--- src/rtl/gpl_pkg.sv ---
package gpl_pkg;
  localparam logic [15:0] OFF_CTRL     = 16'h0000;
  localparam logic [15:0] OFF_CFG_LOCK = 16'h0010;
  localparam logic [15:0] OFF_TX_LOCK  = 16'h0014;
  localparam logic [15:0] OFF_PAD_BASE = 16'h0100;

  localparam int CTRL_GLOCK = 0;
  localparam int CTRL_ERR   = 1;

  localparam int CFG_W    = 3;
  localparam int FLD_MODE = 0;
  localparam int FLD_DIR  = 1;
  localparam int FLD_OUT  = 2;

  typedef enum logic [2:0] {
    SEL_NONE,
    SEL_CTRL,
    SEL_CFG_LOCK,
    SEL_TX_LOCK,
    SEL_PAD
  } sel_e;

  // Lock update: a set is always allowed, a clear only in privileged mode.
  function automatic logic [31:0] lock_next(logic [31:0] cur, logic [31:0] wd, logic priv);
    return priv ? wd : (cur | wd);
  endfunction

  // A clear attempt without privilege on any currently set bit.
  function automatic logic lock_clear_denied(logic [31:0] cur, logic [31:0] wd, logic priv);
    return !priv && ((cur & ~wd) != 32'h0);
  endfunction
endpackage

--- src/rtl/gpl_addr_dec.sv ---
module gpl_addr_dec
  import gpl_pkg::*;
#(
  parameter int unsigned ADDR_W   = 40,
  parameter logic [ADDR_W-1:0] BASE = '0,
  parameter logic [7:0]  PORT_ID  = 8'h00,
  parameter int unsigned NUM_PADS = 24,
  parameter int unsigned IDX_W    = 5
) (
  input  logic [ADDR_W-1:0] addr_i,
  output logic              port_hit_o,
  output sel_e              sel_o,
  output logic [IDX_W-1:0]  pad_idx_o
);
  logic [ADDR_W-1:0] rel;
  logic [15:0]       off;
  logic [15:0]       pad_rel;
  logic [13:0]       pad_num;
  logic              in_range;

  always_comb begin
    rel        = addr_i - BASE;
    in_range   = (addr_i >= BASE);
    off        = rel[15:0];
    pad_rel    = off - OFF_PAD_BASE;
    pad_num    = pad_rel[15:2];
    port_hit_o = in_range && (rel[ADDR_W-1:24] == '0) && (rel[23:16] == PORT_ID);
    pad_idx_o  = pad_num[IDX_W-1:0];
    sel_o      = SEL_NONE;
    if (off == OFF_CTRL)          sel_o = SEL_CTRL;
    else if (off == OFF_CFG_LOCK) sel_o = SEL_CFG_LOCK;
    else if (off == OFF_TX_LOCK)  sel_o = SEL_TX_LOCK;
    else if (off >= OFF_PAD_BASE && off[1:0] == 2'b00 &&
             {18'b0, pad_num} < NUM_PADS)
      sel_o = SEL_PAD;
  end
endmodule

--- src/rtl/gpl_lock_reg.sv ---
module gpl_lock_reg
  import gpl_pkg::*;
#(
  parameter int unsigned W = 24
) (
  input  logic         clk,
  input  logic         rst_n,
  input  logic         wr_en_i,
  input  logic         priv_i,
  input  logic [W-1:0] wdata_i,
  output logic [W-1:0] lock_o,
  output logic         clr_denied_o
);
  logic [W-1:0]  lock_q;
  logic [31:0]   cur_ext, wd_ext, nxt_ext;

  always_comb begin
    cur_ext = '0;
    wd_ext  = '0;
    cur_ext[W-1:0] = lock_q;
    wd_ext[W-1:0]  = wdata_i;
    nxt_ext        = lock_next(cur_ext, wd_ext, priv_i);
    clr_denied_o   = wr_en_i && lock_clear_denied(cur_ext, wd_ext, priv_i);
  end

  always_ff @(posedge clk or negedge rst_n) begin
    if (!rst_n)       lock_q <= '0;
    else if (wr_en_i) lock_q <= nxt_ext[W-1:0];
  end

  assign lock_o = lock_q;

  AST_LOCK_NO_UNPRIV_CLEAR: assert property (@(posedge clk) disable iff (!rst_n)
    !priv_i |=> ((lock_q & $past(lock_q)) == $past(lock_q)));
  AST_LOCK_ONLY_ON_WRITE: assert property (@(posedge clk) disable iff (!rst_n)
    !wr_en_i |=> $stable(lock_q));
endmodule

--- src/rtl/gpl_pad_cfg.sv ---
module gpl_pad_cfg
  import gpl_pkg::*;
(
  input  logic             clk,
  input  logic             rst_n,
  input  logic             wr_en_i,
  input  logic [CFG_W-1:0] wdata_i,
  input  logic             cfg_lock_i,
  input  logic             tx_lock_i,
  input  logic             native_out_i,
  input  logic             native_oe_i,
  output logic [CFG_W-1:0] cfg_o,
  output logic             pad_out_o,
  output logic             pad_oe_o,
  output logic             blocked_o
);
  logic [CFG_W-1:0] cfg_q;
  logic             cfg_blocked, tx_blocked;

  assign cfg_blocked = wr_en_i && cfg_lock_i;
  assign tx_blocked  = wr_en_i && !cfg_lock_i && tx_lock_i &&
                       (wdata_i[FLD_OUT] != cfg_q[FLD_OUT]);
  assign blocked_o   = cfg_blocked || tx_blocked;

  always_ff @(posedge clk or negedge rst_n) begin
    if (!rst_n) begin
      cfg_q <= '0;
    end else if (wr_en_i && !cfg_lock_i) begin
      cfg_q[FLD_MODE] <= wdata_i[FLD_MODE];
      cfg_q[FLD_DIR]  <= wdata_i[FLD_DIR];
      if (!tx_lock_i) cfg_q[FLD_OUT] <= wdata_i[FLD_OUT];
    end
  end

  assign cfg_o     = cfg_q;
  assign pad_out_o = cfg_q[FLD_MODE] ? cfg_q[FLD_OUT] : native_out_i;
  assign pad_oe_o  = cfg_q[FLD_MODE] ? cfg_q[FLD_DIR] : native_oe_i;

  AST_CFG_LOCK_HOLD: assert property (@(posedge clk) disable iff (!rst_n)
    cfg_lock_i |=> $stable(cfg_q));
  AST_TX_LOCK_HOLD: assert property (@(posedge clk) disable iff (!rst_n)
    tx_lock_i |=> $stable(cfg_q[FLD_OUT]));
endmodule

--- src/rtl/gpl_bank.sv ---
module gpl_bank
  import gpl_pkg::*;
#(
  parameter int unsigned NUM_PADS = 24,
  parameter int unsigned ADDR_W   = 40,
  parameter logic [ADDR_W-1:0] BASE = 40'h40_0000_0000,
  parameter logic [7:0]  PORT_ID  = 8'h3A
) (
  input  logic                clk,
  input  logic                rst_n,
  input  logic                priv_i,
  input  logic                req_valid_i,
  input  logic                req_write_i,
  input  logic [ADDR_W-1:0]   req_addr_i,
  input  logic [31:0]         req_wdata_i,
  output logic                rsp_valid_o,
  output logic                rsp_hit_o,
  output logic [31:0]         rsp_rdata_o,
  input  logic [NUM_PADS-1:0] native_out_i,
  input  logic [NUM_PADS-1:0] native_oe_i,
  output logic [NUM_PADS-1:0] pad_out_o,
  output logic [NUM_PADS-1:0] pad_oe_o,
  output logic                smi_o
);
  localparam int unsigned IDX_W = (NUM_PADS > 1) ? $clog2(NUM_PADS) : 1;

  logic             port_hit;
  sel_e             sel;
  logic [IDX_W-1:0] pad_idx;
  logic             acc, wr;
  logic             wr_ctrl, wr_cfg_lock, wr_tx_lock;

  gpl_addr_dec #(
    .ADDR_W(ADDR_W), .BASE(BASE), .PORT_ID(PORT_ID),
    .NUM_PADS(NUM_PADS), .IDX_W(IDX_W)
  ) dec_i (
    .addr_i(req_addr_i), .port_hit_o(port_hit), .sel_o(sel), .pad_idx_o(pad_idx)
  );

  assign acc         = req_valid_i && port_hit;
  assign wr          = acc && req_write_i;
  assign wr_ctrl     = wr && (sel == SEL_CTRL);
  assign wr_cfg_lock = wr && (sel == SEL_CFG_LOCK);
  assign wr_tx_lock  = wr && (sel == SEL_TX_LOCK);

  // Bank-wide lockdown, per-pad configuration locks, per-pad transmit locks
  logic [0:0]          glock;
  logic [NUM_PADS-1:0] cfg_lock, tx_lock;
  logic                glock_denied, cfg_denied, tx_denied;

  gpl_lock_reg #(.W(1)) glock_i (
    .clk(clk), .rst_n(rst_n), .wr_en_i(wr_ctrl), .priv_i(priv_i),
    .wdata_i(req_wdata_i[CTRL_GLOCK]), .lock_o(glock), .clr_denied_o(glock_denied)
  );
  gpl_lock_reg #(.W(NUM_PADS)) cfg_lock_i (
    .clk(clk), .rst_n(rst_n), .wr_en_i(wr_cfg_lock), .priv_i(priv_i),
    .wdata_i(req_wdata_i[NUM_PADS-1:0]), .lock_o(cfg_lock), .clr_denied_o(cfg_denied)
  );
  gpl_lock_reg #(.W(NUM_PADS)) tx_lock_i (
    .clk(clk), .rst_n(rst_n), .wr_en_i(wr_tx_lock), .priv_i(priv_i),
    .wdata_i(req_wdata_i[NUM_PADS-1:0]), .lock_o(tx_lock), .clr_denied_o(tx_denied)
  );

  // Pads
  logic [CFG_W-1:0]        pad_cfg [NUM_PADS];
  logic [NUM_PADS-1:0]     pad_blocked;
  logic [CFG_W*NUM_PADS-1:0] cfg_flat;

  for (genvar i = 0; i < NUM_PADS; i++) begin : g_pad
    logic pad_wr;
    assign pad_wr = wr && (sel == SEL_PAD) && (pad_idx == IDX_W'(i));
    gpl_pad_cfg pad_i (
      .clk(clk), .rst_n(rst_n), .wr_en_i(pad_wr),
      .wdata_i(req_wdata_i[CFG_W-1:0]),
      .cfg_lock_i(glock[0] || cfg_lock[i]), .tx_lock_i(tx_lock[i]),
      .native_out_i(native_out_i[i]), .native_oe_i(native_oe_i[i]),
      .cfg_o(pad_cfg[i]), .pad_out_o(pad_out_o[i]), .pad_oe_o(pad_oe_o[i]),
      .blocked_o(pad_blocked[i])
    );
    assign cfg_flat[i*CFG_W +: CFG_W] = pad_cfg[i];
  end

  // Sticky error and release interrupt
  logic any_blocked, err_q, smi_q, glock_release;

  assign any_blocked   = (|pad_blocked) || glock_denied || cfg_denied || tx_denied;
  assign glock_release = wr_ctrl && priv_i && glock[0] && !req_wdata_i[CTRL_GLOCK];

  always_ff @(posedge clk or negedge rst_n) begin
    if (!rst_n) begin
      err_q <= 1'b0;
      smi_q <= 1'b0;
    end else begin
      if (any_blocked)                          err_q <= 1'b1;
      else if (wr_ctrl && req_wdata_i[CTRL_ERR]) err_q <= 1'b0;
      smi_q <= glock_release;
    end
  end
  assign smi_o = smi_q;

  // Read path and response
  logic [31:0] rd_comb;
  always_comb begin
    rd_comb = '0;
    case (sel)
      SEL_CTRL: begin
        rd_comb[CTRL_GLOCK] = glock[0];
        rd_comb[CTRL_ERR]   = err_q;
      end
      SEL_CFG_LOCK: rd_comb[NUM_PADS-1:0] = cfg_lock;
      SEL_TX_LOCK:  rd_comb[NUM_PADS-1:0] = tx_lock;
      SEL_PAD:      rd_comb[CFG_W-1:0]    = pad_cfg[pad_idx];
      default:      rd_comb = '0;
    endcase
  end

  always_ff @(posedge clk or negedge rst_n) begin
    if (!rst_n) begin
      rsp_valid_o <= 1'b0;
      rsp_hit_o   <= 1'b0;
      rsp_rdata_o <= '0;
    end else begin
      rsp_valid_o <= req_valid_i;
      rsp_hit_o   <= acc;
      rsp_rdata_o <= (acc && !req_write_i) ? rd_comb : 32'h0;
    end
  end

  AST_GLOCK_FREEZES_PADS: assert property (@(posedge clk) disable iff (!rst_n)
    glock[0] |=> $stable(cfg_flat));
  AST_SMI_ON_RELEASE: assert property (@(posedge clk) disable iff (!rst_n)
    $fell(glock[0]) |-> smi_q);
  AST_SMI_ONLY_ON_RELEASE: assert property (@(posedge clk) disable iff (!rst_n)
    smi_q |-> $fell(glock[0]));
  AST_SMI_SINGLE: assert property (@(posedge clk) disable iff (!rst_n)
    smi_q |=> !smi_q);
  AST_MISS_NO_HIT: assert property (@(posedge clk) disable iff (!rst_n)
    (req_valid_i && !port_hit) |=> (!rsp_hit_o && rsp_rdata_o == 32'h0));
  AST_RSP_NEXT: assert property (@(posedge clk) disable iff (!rst_n)
    req_valid_i |=> rsp_valid_o);
endmodule

--- config.mk ---
export PLATFORM = sky130hd
export DESIGN_NAME = gpl_bank
export DESIGN_NICKNAME = d
export VERILOG_FILES = /design/src/rtl/gpl_pkg.sv /design/src/rtl/gpl_addr_dec.sv /design/src/rtl/gpl_lock_reg.sv /design/src/rtl/gpl_pad_cfg.sv /design/src/rtl/gpl_bank.sv
export SDC_FILE = /design/constraint.sdc
export NUM_CORES = 1
export LEC_CHECK = 0
export BUFFER_PORTS_ARGS = -buffer_cell sky130_fd_sc_hd__buf_2
export CORE_MARGIN = 10
export CORE_UTILIZATION = 45
export DETAILED_ROUTE_END_ITERATION = 16
export PLACE_DENSITY = 0.65
export SYNTH_ARGS = -nofsm -noshare
export SYNTH_HDL_FRONTEND = slang
export SYNTH_SLANG_ARGS = --single-unit
--- constraint.sdc ---
create_clock -name clk -period 4.9 [get_ports clk]
set_input_delay 0.49 -clock clk [delete_from_list [all_inputs] [get_ports clk]]
set_output_delay 0.49 -clock clk [all_outputs]
set_load 0.02 [all_outputs]
---- Word-level counts from Yosys, hierarchy flattened ----
Index checks and enable logic that the tools add are counted.
storage, ports and cells
  bits in registers ....................... 149
  input port bits ......................... 125
  output and inout port bits .............. 83
  word-level logic and storage cells ...... 465
cells by class
  add/sub/neg operators ................... 2
  magnitude comparators ................... 4
  eq/ne operators ......................... 54
  muxes and demuxes ....................... 64
  bitwise logic cells ..................... 33
  reduce and logical (&&, ||, !) cells .... 252
operator list
  operator                number
  $logic_and 1x1->1       141
  $reduce_bool 32->1      3
  $mux 24                 3
  $and 24x32->32          2
  $logic_or 1x1->1        51
  $mux 1                  51
  $or 24x24->24           2
  $reduce_and 2->1        24
  $pmux 21 s2             1
  $eq 5x4->1 const B      8
  $eq 5x5->1 const B      8
  $ge 40x39->1 const B    1
  $sub 40x39->40 const B  1
  $and 1x32->32           1
  $eq 16x5->1 const B     2
  $logic_not 16->1        2
  $not 1->32              1
  $not 24->32             1
  $logic_not 1->1         27
  $ne 1x1->1              24
  $not 1->1               24
  $reduce_or 24->1        1
  $eq 5x3->1 const B      4
  $mux 3                  6
  other kinds (18)        20

---- Depth between registers and ports, before layout ----
Gate-level depths: netlist (run 1).
  depth after elaboration ................. 20
  mapped depth ............................ 9
  gate-level depth less buffers ........... 7

---- Cells and area by module ----
From an unflattened synthesis (run 1), not the netlist that was laid out.
unflattened totals
  cell total of the unflattened synthesis .. 818
  area total of the unflattened synthesis .. 9,253.9 um^2
by module, submodules not included
  module                         times used  cells an instance  area each (um^2)  sequential area each (um^2)
  gpl_pad_cfg                    24          14                 190.2             75.1
  gpl_bank                       1           261                2,361.0           700.7
  gpl_lock_reg (cfg_lock_i ...)  2           95                 1,053.5           600.6
  gpl_addr_dec                   1           27                 171.4             0.0
  gpl_lock_reg (glock_i)         1           4                  50.0              25.0

---- Least setup slack after synthesis (run 1) ----
No wires, ideal clock.
  path kind ............................... input -> register
  from .................................... input port req_addr_i[18]
  to ...................................... register g_pad[10].pad_i.cfg_q[2]
  setup time .............................. 0.125 ns
  data arrival time ....................... 2.454 ns
  required time ........................... 4.775 ns
  setup slack ............................. 2.322 ns
  cell stages on the path ................. 8
  path buffers ............................ 1
  cells stage by stage .................... nor4bb_1 -> nand4_1 -> nor3_4 -> nand4_1 -> clkbuf_1 -> or4_1 -> nor2_1 -> mux2_2
on the way
  word-level cells in the longest chain between the ends .. 10
  elaborated cells between the ends (all ways) .. 12
  classes of those cells .................. 1 x add/sub; 1 x order compare; 1 x eq/ne; 9 x reduce/logical
ends and longest elaborated chain
  item                                 line                RTL
  from (decl)                          gpl_bank.sv:14      input logic [ADDR_W-1:0] req_addr_i,
  $sub 40x39->40                       gpl_addr_dec.sv:22  rel = addr_i - BASE;
  $logic_not 16->1                     gpl_addr_dec.sv:27  port_hit_o = in_range && (rel[ADDR_W-1:24] == '0) && (rel[23:16] == PORT_ID);
  $logic_and 1x1->1                    gpl_addr_dec.sv:27
  $logic_and 1x1->1 *                  gpl_addr_dec.sv:27
  $logic_and 1x1->1 *                  gpl_bank.sv:40      assign acc = req_valid_i && port_hit;
  net acc                              gpl_bank.sv:30      logic acc, wr;
  $logic_and 1x1->1 *                  gpl_bank.sv:41      assign wr = acc && req_write_i;
  $logic_and 1x1->1 * (2 in a row)     gpl_bank.sv:71      assign pad_wr = wr && (sel == SEL_PAD) && (pad_idx == IDX_W'(i));
  $logic_and 1x1->1 *                  gpl_pad_cfg.sv:28   end else if (wr_en_i && !cfg_lock_i) begin
  $reduce_and 2->1 (no source line) *  --
  to (signal, indexed assignment)      gpl_pad_cfg.sv:29   cfg_q[FLD_MODE] <= wdata_i[FLD_MODE];
  to (signal, indexed assignment)      gpl_pad_cfg.sv:30   cfg_q[FLD_DIR] <= wdata_i[FLD_DIR];
  to (signal, indexed assignment)      gpl_pad_cfg.sv:31   if (!tx_lock_i) cfg_q[FLD_OUT] <= wdata_i[FLD_OUT];
  to (decl)                            gpl_pad_cfg.sv:17   logic [CFG_W-1:0] cfg_q;
The timed path passes the listed nets; every way through them passes the cells marked *.
A chain may end at the register's enable or synchronous reset.

---- Worst setup path in the final report (run 1) ----
  from .................................... input port req_addr_i[4]
  to ...................................... register cfg_lock_i.lock_q[16] (netlist: cfg_lock_i.lock_o[16])
on the way
  word-level cells in the longest chain between the ends .. 10
  elaborated cells between the ends (all ways) .. 22
  classes of those cells .................. 2 x add/sub; 3 x order compare; 4 x eq/ne; 4 x mux; 9 x reduce/logical
ends and longest elaborated chain
  item                                              line                                    RTL
  $sub 40x39->40                                    gpl_addr_dec.sv:22
  $sub 16x9->16 or $ge 16x9->1 (tied branches)      gpl_addr_dec.sv:25, gpl_addr_dec.sv:33
  $lt 14x5->1 or $logic_and 1x1->1 (tied branches)  gpl_addr_dec.sv:34, gpl_addr_dec.sv:33
  $logic_and 1x1->1                                 gpl_addr_dec.sv:33                      else if (off >= OFF_PAD_BASE && off[1:0] == 2'b00 &&
  $mux 3                                            gpl_addr_dec.sv:33
  $mux 3                                            gpl_addr_dec.sv:32                      else if (off == OFF_TX_LOCK) sel_o = SEL_TX_LOCK;
  $mux 3                                            gpl_addr_dec.sv:31                      else if (off == OFF_CFG_LOCK) sel_o = SEL_CFG_LOCK;
  $mux 3                                            gpl_addr_dec.sv:30                      if (off == OFF_CTRL) sel_o = SEL_CTRL;
  $eq 3x2->1                                        gpl_bank.sv:43                          assign wr_cfg_lock = wr && (sel == SEL_CFG_LOCK);
  $logic_and 1x1->1 *                               gpl_bank.sv:43
  to (signal assigned)                              gpl_lock_reg.sv:28                      else if (wr_en_i) lock_q <= nxt_ext[W-1:0];
  to (decl)                                         gpl_lock_reg.sv:14                      logic [W-1:0] lock_q;
Every way passes the cells marked *; elsewhere a longest branch is shown, timed or not.

==> results of run 1 <==
## final timing paths
| kind | depth (start not counted) | endpoint |
|---|---|---|
| worst max-delay path | 9 | cfg_lock_i.lock_o[16] |
| worst min-delay path | 1 | rsp_valid_o |
| worst max register to register | 6 | g_pad[9].pad_i.cfg_o[2] |
| worst min register to register | 1 | g_pad[16].pad_i.cfg_o[1] |
| max in group asynchronous | 3 | g_pad[17].pad_i.cfg_o[1] |
| min in group asynchronous | 2 | rsp_rdata_o[8] |
## metal layers
| layer | up-vias | wire length [um] | track usage, % |
|---|---|---|---|
| met4 | 0 | 848 | 8.51 |
| met3 | 45 | 2220 | 5.03 |
| met1 | 3500 | 12200 | 29.1 |
| met5 | - | 0 | 0 |
| li1 | 3274 | - | - |
| met2 | 398 | 12500 | 32.7 |
## per-stage QoR
| step | area (um^2) | setup slack [ns] | util [%] | std cells |
|---|---|---|---|---|
| finish | 10100 | 1.71 | 53.8 | 1269 |
| global route | 10100 | 1.50 | 53.8 | 1269 |
| CTS | 10100 | 1.78 | 53.8 | 1268 |
| detailed placement | 9510 | 1.33 | 50.5 | 1235 |
| global placement | 9510 | 1.37 | 50.5 | 1235 |
| floorplan | 8720 | 2.32 | - | 874 |
## logic make-up after synthesis
group                  Yosys count  synth area share (%)
XOR/XNOR                        24                  2.42
multiplexers                   139                  20.6
AO/OA/AOI/OAI                  100                  8.48
buffers and inverters          131                  8.12
flip-flops                     149                  42.9
AND/OR/NAND/NOR                323                  17.5
other                            1                0.0431
## state kept, by name (all words and copies together), names as in the netlist
signal	flops
cfg_lock_i.lock_o	24
err_q	1
g_pad.pad_i.cfg_o	72
glock_i.lock_o	1
rsp_hit_o	1
rsp_rdata_o	24
rsp_valid_o	1
smi_o	1
tx_lock_i.lock_o	24
## layout make-up
class	instances	area share, %
Multi-Input combinational cell	594	42.4
Tap cell	260	3.21
Clock buffer	18	4.33
Inverter	31	1.15
Timing Repair Buffer	202	10.3
Sequential cell	149	36.8
Clock inverter	14	1.75
Antenna cell	1	0.0247
## worst max-delay path, stage by stage
cell and delay, ns:
sky130_fd_sc_hd__buf_2 0.35, sky130_fd_sc_hd__nor2b_1 0.69, sky130_fd_sc_hd__nand2_1 0.44, sky130_fd_sc_hd__nor2_1 0.19, sky130_fd_sc_hd__buf_4 0.34, sky130_fd_sc_hd__nand3_1 0.48
sky130_fd_sc_hd__buf_4 0.38, sky130_fd_sc_hd__nand2_1 0.08, sky130_fd_sc_hd__nand2_1 0.05
## synthesized netlist by cell type, types with 16 or more instances
cell | number | area, um^2
sky130_fd_sc_hd__nand2_1 | 166 | 623
sky130_fd_sc_hd__xor2_1 | 23 | 201
sky130_fd_sc_hd__mux2_2 | 117 | 1320
sky130_fd_sc_hd__mux4_2 | 20 | 450
sky130_fd_sc_hd__nor4_1 | 16 | 100
sky130_fd_sc_hd__dfrtp_1 | 149 | 3730
sky130_fd_sc_hd__inv_1 | 31 | 116
sky130_fd_sc_hd__clkbuf_1 | 38 | 143
sky130_fd_sc_hd__a22oi_1 | 23 | 173
sky130_fd_sc_hd__nor2_1 | 53 | 199
sky130_fd_sc_hd__buf_4 | 56 | 420
sky130_fd_sc_hd__nand2b_1 | 16 | 100
## where the power goes
group / switching [mW] / total, mW / internal [mW]
Combinational: 0.149 / 0.234 / 0.0857
Sequential: 0.0000631 / 1.23 / 1.23
Clock: 0.548 / 1.37 / 0.818
==> qor_table.md, run 1 <==
| Metric | This run | Unit |
| --- | --- | --- |
| Run status | completed | - |
| Maximum count of clock buffers along a single path | 2 | - |
| Pins Over Slew Limit | 0 | - |
| Leakage power total | 4.95 | nW |
| Post-synth design cell area | 8690 | um^2 |
| Number of register bits inferred by synthesis | 149 | - |
| R2R Path Start | glock_i.lock_o | - |
| Area delta synth->final | 16.6 | % |
| Synth async-reset ratio | 100 | % |
| Setup Viol. Count Final | 0 | - |
| Startpoint of the worst hold path | req_valid_i | - |
| Worst slew margin relative to its limit | 27.8 | % |
| Hold slack final | 0.183 | ns |
| Multi-input logic area | 4300 | um^2 |
| Die Span X | 159 | um |
| Starting Density | 46.2 | % |
| Final hold viol count | 0 | - |
| Clock buffers created by TritonCTS | 17 | - |
| Required time at the worst-slack endpoint | 5.21 | ns |
| Total power draw | 2.83 | mW |
| Critical-path maximum fanout | 26 | - |
| Die area | 25300 | um^2 |
| Net count of the finished layout | 1120 | - |
| Fraction of final layout cells sized beyond drive strength 1 | 37.6 | % |
| Wire length of the first global-routing pass | 43600 | um |
| Vias post-DR | 7217 | - |
| Via count of the first global-routing pass | 7309 | - |
| Clock slew at reported path FFs | 0.06 | ns |
| Count of distinct cell types in the synthesized netlist | 55 | - |
| Avg Vias per Cell | 5.69 | - |
| F_max | 313 | MHz |
| Power density over the cells | 279 | nW/um^2 |
| Final Skew | 0.0105 | ns |
| Die span in y | 159 | um |
| Post-synth EDFFs | 0 | - |
| Antenna violations before repair | 1 | - |
| Startpoint of the worst setup timing path | req_addr_i[4] | - |
| Post CTS Setup Buffer Count | 0 | - |
| RSZ-0062 raised after global routing | no | - |
| Commonest non-fill, non-tap cells in the layout | sky130_fd_sc_hd__buf_2, sky130_fd_sc_hd__nand2_1, sky130_fd_sc_hd__dfrtp_1 | - |
| CTS tree | built | - |
| Hold_buf cts | 1 | - |
| Port Buffer Count | 191 | - |
| Maximum number of pins on one net before global-route repair | 77 | - |
| Number of fill cells in the layout | 1713 | - |
| VDD IR-drop max | 251 | uV |
| Total negative slack for setup checks | 0 | ns |
| Warnings from Yosys | 0 | - |
| Final Wtd Congestion | 0.935 | - |
| Number of design rule violations left after detail routing | 0 | - |
| Reported max-cap violation count | 0 | - |
| Combined global-route utilization of all metal layers | 21.6 | % |
| Number of cells upsized or downsized after cts | 0 | - |
| Slew at the pin with the worst max-slew slack | 1.08 | ns |
| Kind of end point of the critical path | register | - |
| Top FF cell, synth | sky130_fd_sc_hd__dfrtp_1 | - |
| Type of the worst min-delay path | in -> reg | - |
| Final global-route overflow total | 0 | - |
| Average instance area after synthesis | 10.0 | um^2 |
| HPWL reported at the end of detailed placement | 20400 | um |
| Insertion delay of the later-clocked pin in the worst-skew pair | 0.43 | ns |
| CTS H-Tree Depth | 4 | - |
| Number of top-level pins | 208 | - |
| Mapped Cells | 867 | - |
| Count of nets left with antenna violations after detail routing | 0 | - |
| Fraction of the yosys area taken by sequential cells | 42.9 | % |
| Final critical-path share of the clock period | 65.2 | % |
| Post-Route WL | 27800 | um |
| Worst endpoint data arrival time | 3.51 | ns |
| Site Rows | 50 | - |
| Crit Path Class | in -> reg | - |
| Violation count after the first detailed-routing iteration | 742 | - |
| CTS root buffer | sky130_fd_sc_hd__clkbuf_16 | - |
| Kind of launch point of the worst setup path | input port | - |
| Minimum period implied by the final worst setup slack | 3.19 | ns |
| Sequential cell area | 3730 | um^2 |
| Setup slack of the most critical reg-to-reg path | 2.32 | ns |
| Placeable Area | 18800 | um^2 |
| Leading cell type in the layout, fill and taps excluded | sky130_fd_sc_hd__buf_2 | - |
| Detail-routed net length per standard cell | 21.9 | um |
| 1st-pass router iterations | 7 | - |
| Sinks on the clock net | 149 | - |
Note: power is estimated with default switching activity, not from simulation.
==> run 2, diff against run 1 <==
- PLACE_DENSITY: 0.65 -> 0.68
- clock period: 4.9 -> 2.73 ns (I/O delays scaled with it)
==> qor_table.md, run 2 (synthesis results as in run 1) <==
| Metric | This run | Unit | Change |
| --- | --- | --- | --- |
| Antenna violations before repair | 1 | - | unchanged |
| Number of top-level pins | 208 | - | unchanged |
| Minimum period implied by the final worst setup slack | 2.37 | ns |  |
| Slew at the pin with the worst max-slew slack | 0.704 | ns | was 1.08 ns |
| Critical-path maximum fanout | 4 | - | was 26 |
| Violation count after the first detailed-routing iteration | 847 | - | was 742 |
| R2R Path Start | g_pad[22].pad_i.cfg_o[2] | - | was glock_i.lock_o |
| Detail-routed net length per standard cell | 21.8 | um | was 21.9 um |
| VDD IR-drop max | 465 | uV | was 251 uV |
| Pins Over Slew Limit | 0 | - | unchanged |
| Required time at the worst-slack endpoint | 3.05 | ns | was 5.21 ns |
| Hold Path Stages | 3 | - | was 1 |
| Die Span X | 159 | um | unchanged |
| Combined global-route utilization of all metal layers | 22.5 | % | was 21.6% |
| Cell repeated most along the worst path | sky130_fd_sc_hd__a31oi_1 | - | was sky130_fd_sc_hd__nand2_1 |
| CTS H-Tree Depth | 4 | - | unchanged |
| Die area | 25300 | um^2 | unchanged |
| F_max | 422 | MHz |  |
| Port Buffer Count | 191 | - | unchanged |
| Setup Viol. Count Final | 0 | - | unchanged |
| HPWL reported at the end of detailed placement | 21500 | um | was 20400 um |
| Crit Path Class | reg -> reg | - | was in -> reg |
| Final global-route overflow total | 0 | - | unchanged |
| Net count of the finished layout | 1161 | - | was 1120 |
| Worst reg2reg path endpoint | err_q | - | was g_pad[9].pad_i.cfg_o[2] |
| Number of cells on the worst reg-to-reg path | 7 | - | was 6 |
| Clock buffers created by TritonCTS | 17 | - | unchanged |
| Maximum number of pins on one net before global-route repair | 67 | - | was 77 |
| Min-Delay Endpoint | cfg_lock_i.lock_o[16] | - | was rsp_valid_o |
| Wire length of the first global-routing pass | 45400 | um | was 43600 um |
| Power density over the cells | 495 | nW/um^2 | was 279 nW/um^2 |
| Final critical-path share of the clock period | 86.8 | % |  |
| Fraction of final layout cells sized beyond drive strength 1 | 39.9 | % | was 37.6% |
| Starting Density | 46.2 | % | unchanged |
| Critical Path Max Stage Delay | 0.50 | ns | was 0.69 ns |
| Leading cell type in the layout, fill and taps excluded | sky130_fd_sc_hd__buf_2 | - | unchanged |
| Site Rows | 50 | - | unchanged |
| Sinks on the clock net | 149 | - | unchanged |
| RSZ-0062 raised after global routing | no | - | unchanged |
| Insertion delay of the later-clocked pin in the worst-skew pair | 0.43 | ns | about the same |
| CTS tree | built | - | unchanged |
| Final Skew | 0.0102 | ns | was 0.0105 ns |
| Setup WS post-layout | 0.359 | ns | was 1.71 ns |
| Run status | completed | - | unchanged |
| Commonest non-fill, non-tap cells in the layout | sky130_fd_sc_hd__buf_2, sky130_fd_sc_hd__nand2_1, sky130_fd_sc_hd__dfrtp_1 | - | unchanged |
| Count of nets left with antenna violations after detail routing | 0 | - | unchanged |
| Critical-path cell with the highest stage delay | sky130_fd_sc_hd__o311ai_0 | - | was sky130_fd_sc_hd__nor2b_1 |
| Area delta synth->final | 20.8 | % | was 16.6% |
| 1st-pass router iterations | 5 | - | was 7 |
| Clock slew at reported path FFs | 0.07 | ns | was 0.06 ns |
| Kind of launch point of the worst setup path | register | - | was input port |
| Number of design rule violations left after detail routing | 0 | - | unchanged |
| Reported max-cap violation count | 0 | - | unchanged |
| Die span in y | 159 | um | unchanged |
| Total negative slack for setup checks | 0 | ns | unchanged |
| Avg Vias per Cell | 5.66 | - | was 5.69 |
| Cell-by-cell listing of the critical path | xor2_1 -> a2111oi_0 -> a31oi_1 -> and3_1 -> o311ai_0 -> a31oi_1 -> or3_1 | - | was buf_2 -> nor2b_1 -> nand2_1 -> nor2_1 -> buf_4 -> nand3_1 -> buf_4 -> nand2_1 -> nand2_1 |
| Worst slew margin relative to its limit | 52.9 | % | was 27.8% |
| Leakage power total | 5.17 | nW | was 4.95 nW |
| Number of fill cells in the layout | 1684 | - | was 1713 |
| Post-placement setup slack | 0.0457 | ns | was 1.33 ns |
| Type of the worst min-delay path | in -> reg | - | unchanged |
| Maximum count of clock buffers along a single path | 2 | - | unchanged |
| CTS root buffer | sky130_fd_sc_hd__clkbuf_16 | - | unchanged |
| Placeable Area | 18800 | um^2 | unchanged |
| Startpoint of the worst hold path | req_wdata_i[16] | - | was req_valid_i |
| Post-Route WL | 28600 | um | was 27800 um |
| Setup slack of the most critical reg-to-reg path | 0.36 | ns | was 2.32 ns |
| Kind of end point of the critical path | register | - | unchanged |
| Max reg flops | 72 | - | unchanged |
| Final Wtd Congestion | 0.982 | - | was 0.935 |
| Vias post-DR | 7421 | - | was 7217 |
| Via count of the first global-routing pass | 7644 | - | was 7309 |
| Final hold viol count | 0 | - | unchanged |
| Worst endpoint data arrival time | 2.69 | ns | was 3.51 ns |
-- run 2: worst max path at each step --
| stage | start | end | cells past startpoint |
|---|---|---|---|
| finish | g_pad[22].pad_i.cfg_o[2] | err_q | 7 |
| global route | g_pad[22].pad_i.cfg_o[2] | err_q | 7 |
| CTS | g_pad[22].pad_i.cfg_o[2] | err_q | 7 |
| detailed placement | req_addr_i[23] | g_pad[7].pad_i.cfg_o[2] | 9 |
| global placement | req_addr_i[23] | g_pad[8].pad_i.cfg_o[2] | 9 |
| floorplan | req_addr_i[18] | g_pad[10].pad_i.cfg_o[2] | 8 |
-- run 2: through the flow --
stage	hold slack, ns	utilization, %	instances	power [mW]	cell area [um^2]
detailed placement	0.261	52.2	1275	2.69	9840
global route	0.0734	55.7	1310	5.33	10500
finish	0.0782	55.8	1311	5.20	10500
CTS	0.0650	55.7	1309	5.21	10500
global placement	0.260	52.2	1275	2.69	9840
floorplan	-0.0226	-	874	2.51	8720
-- run 2: worst max-delay path, delay by kind of cell, from the launching register on --
kind | cells | cell delay [ns]
simple gates | 2 | 0.51
flops | 1 | 0.43
compound gates | 4 | 1.13
xor+xnor | 1 | 0.18
-- run 2: layer usage --
| metal | global-route usage, % | wire, um | up-vias |
|---|---|---|---|
| li1 | - | - | 3381 |
| met1 | 30.2 | 12400 | 3551 |
| met2 | 34.1 | 12900 | 428 |
| met3 | 4.73 | 2330 | 61 |
| met4 | 10.4 | 1060 | 0 |
| met5 | 0 | 0 | - |
-- run 2: timing repair --
| item | 4_1_cts | 5_1_grt |
|---|---|---|
| endpoints found under the hold margin | 51 | 0 |
| gates resized for setup | 0 | 0 |
| buffers inserted | 0 | 0 |
| setup endpoints to repair | 0 | 0 |
| hold buffers | 2 | 0 |
-- run 2: power breakdown --
| part | internal [mW] | switching, mW |
|---|---|---|
| clock | 1.56 | 0.983 |
| combinational | 0.171 | 0.273 |
| sequential | 2.21 | 0.000188 |
-- run 2: area by class of cell --
class	instances	area [um^2]	share of cell area, %
flip-flops and latches	149	3730	35.5
inverters	31	116	1.11
well taps	260	325	3.10
multi-input cells	594	4290	40.9
repair buffers	243	1400	13.3
diodes	2	5.00	0.0477
clock inverters	14	199	1.89
clock buffers	18	439	4.18
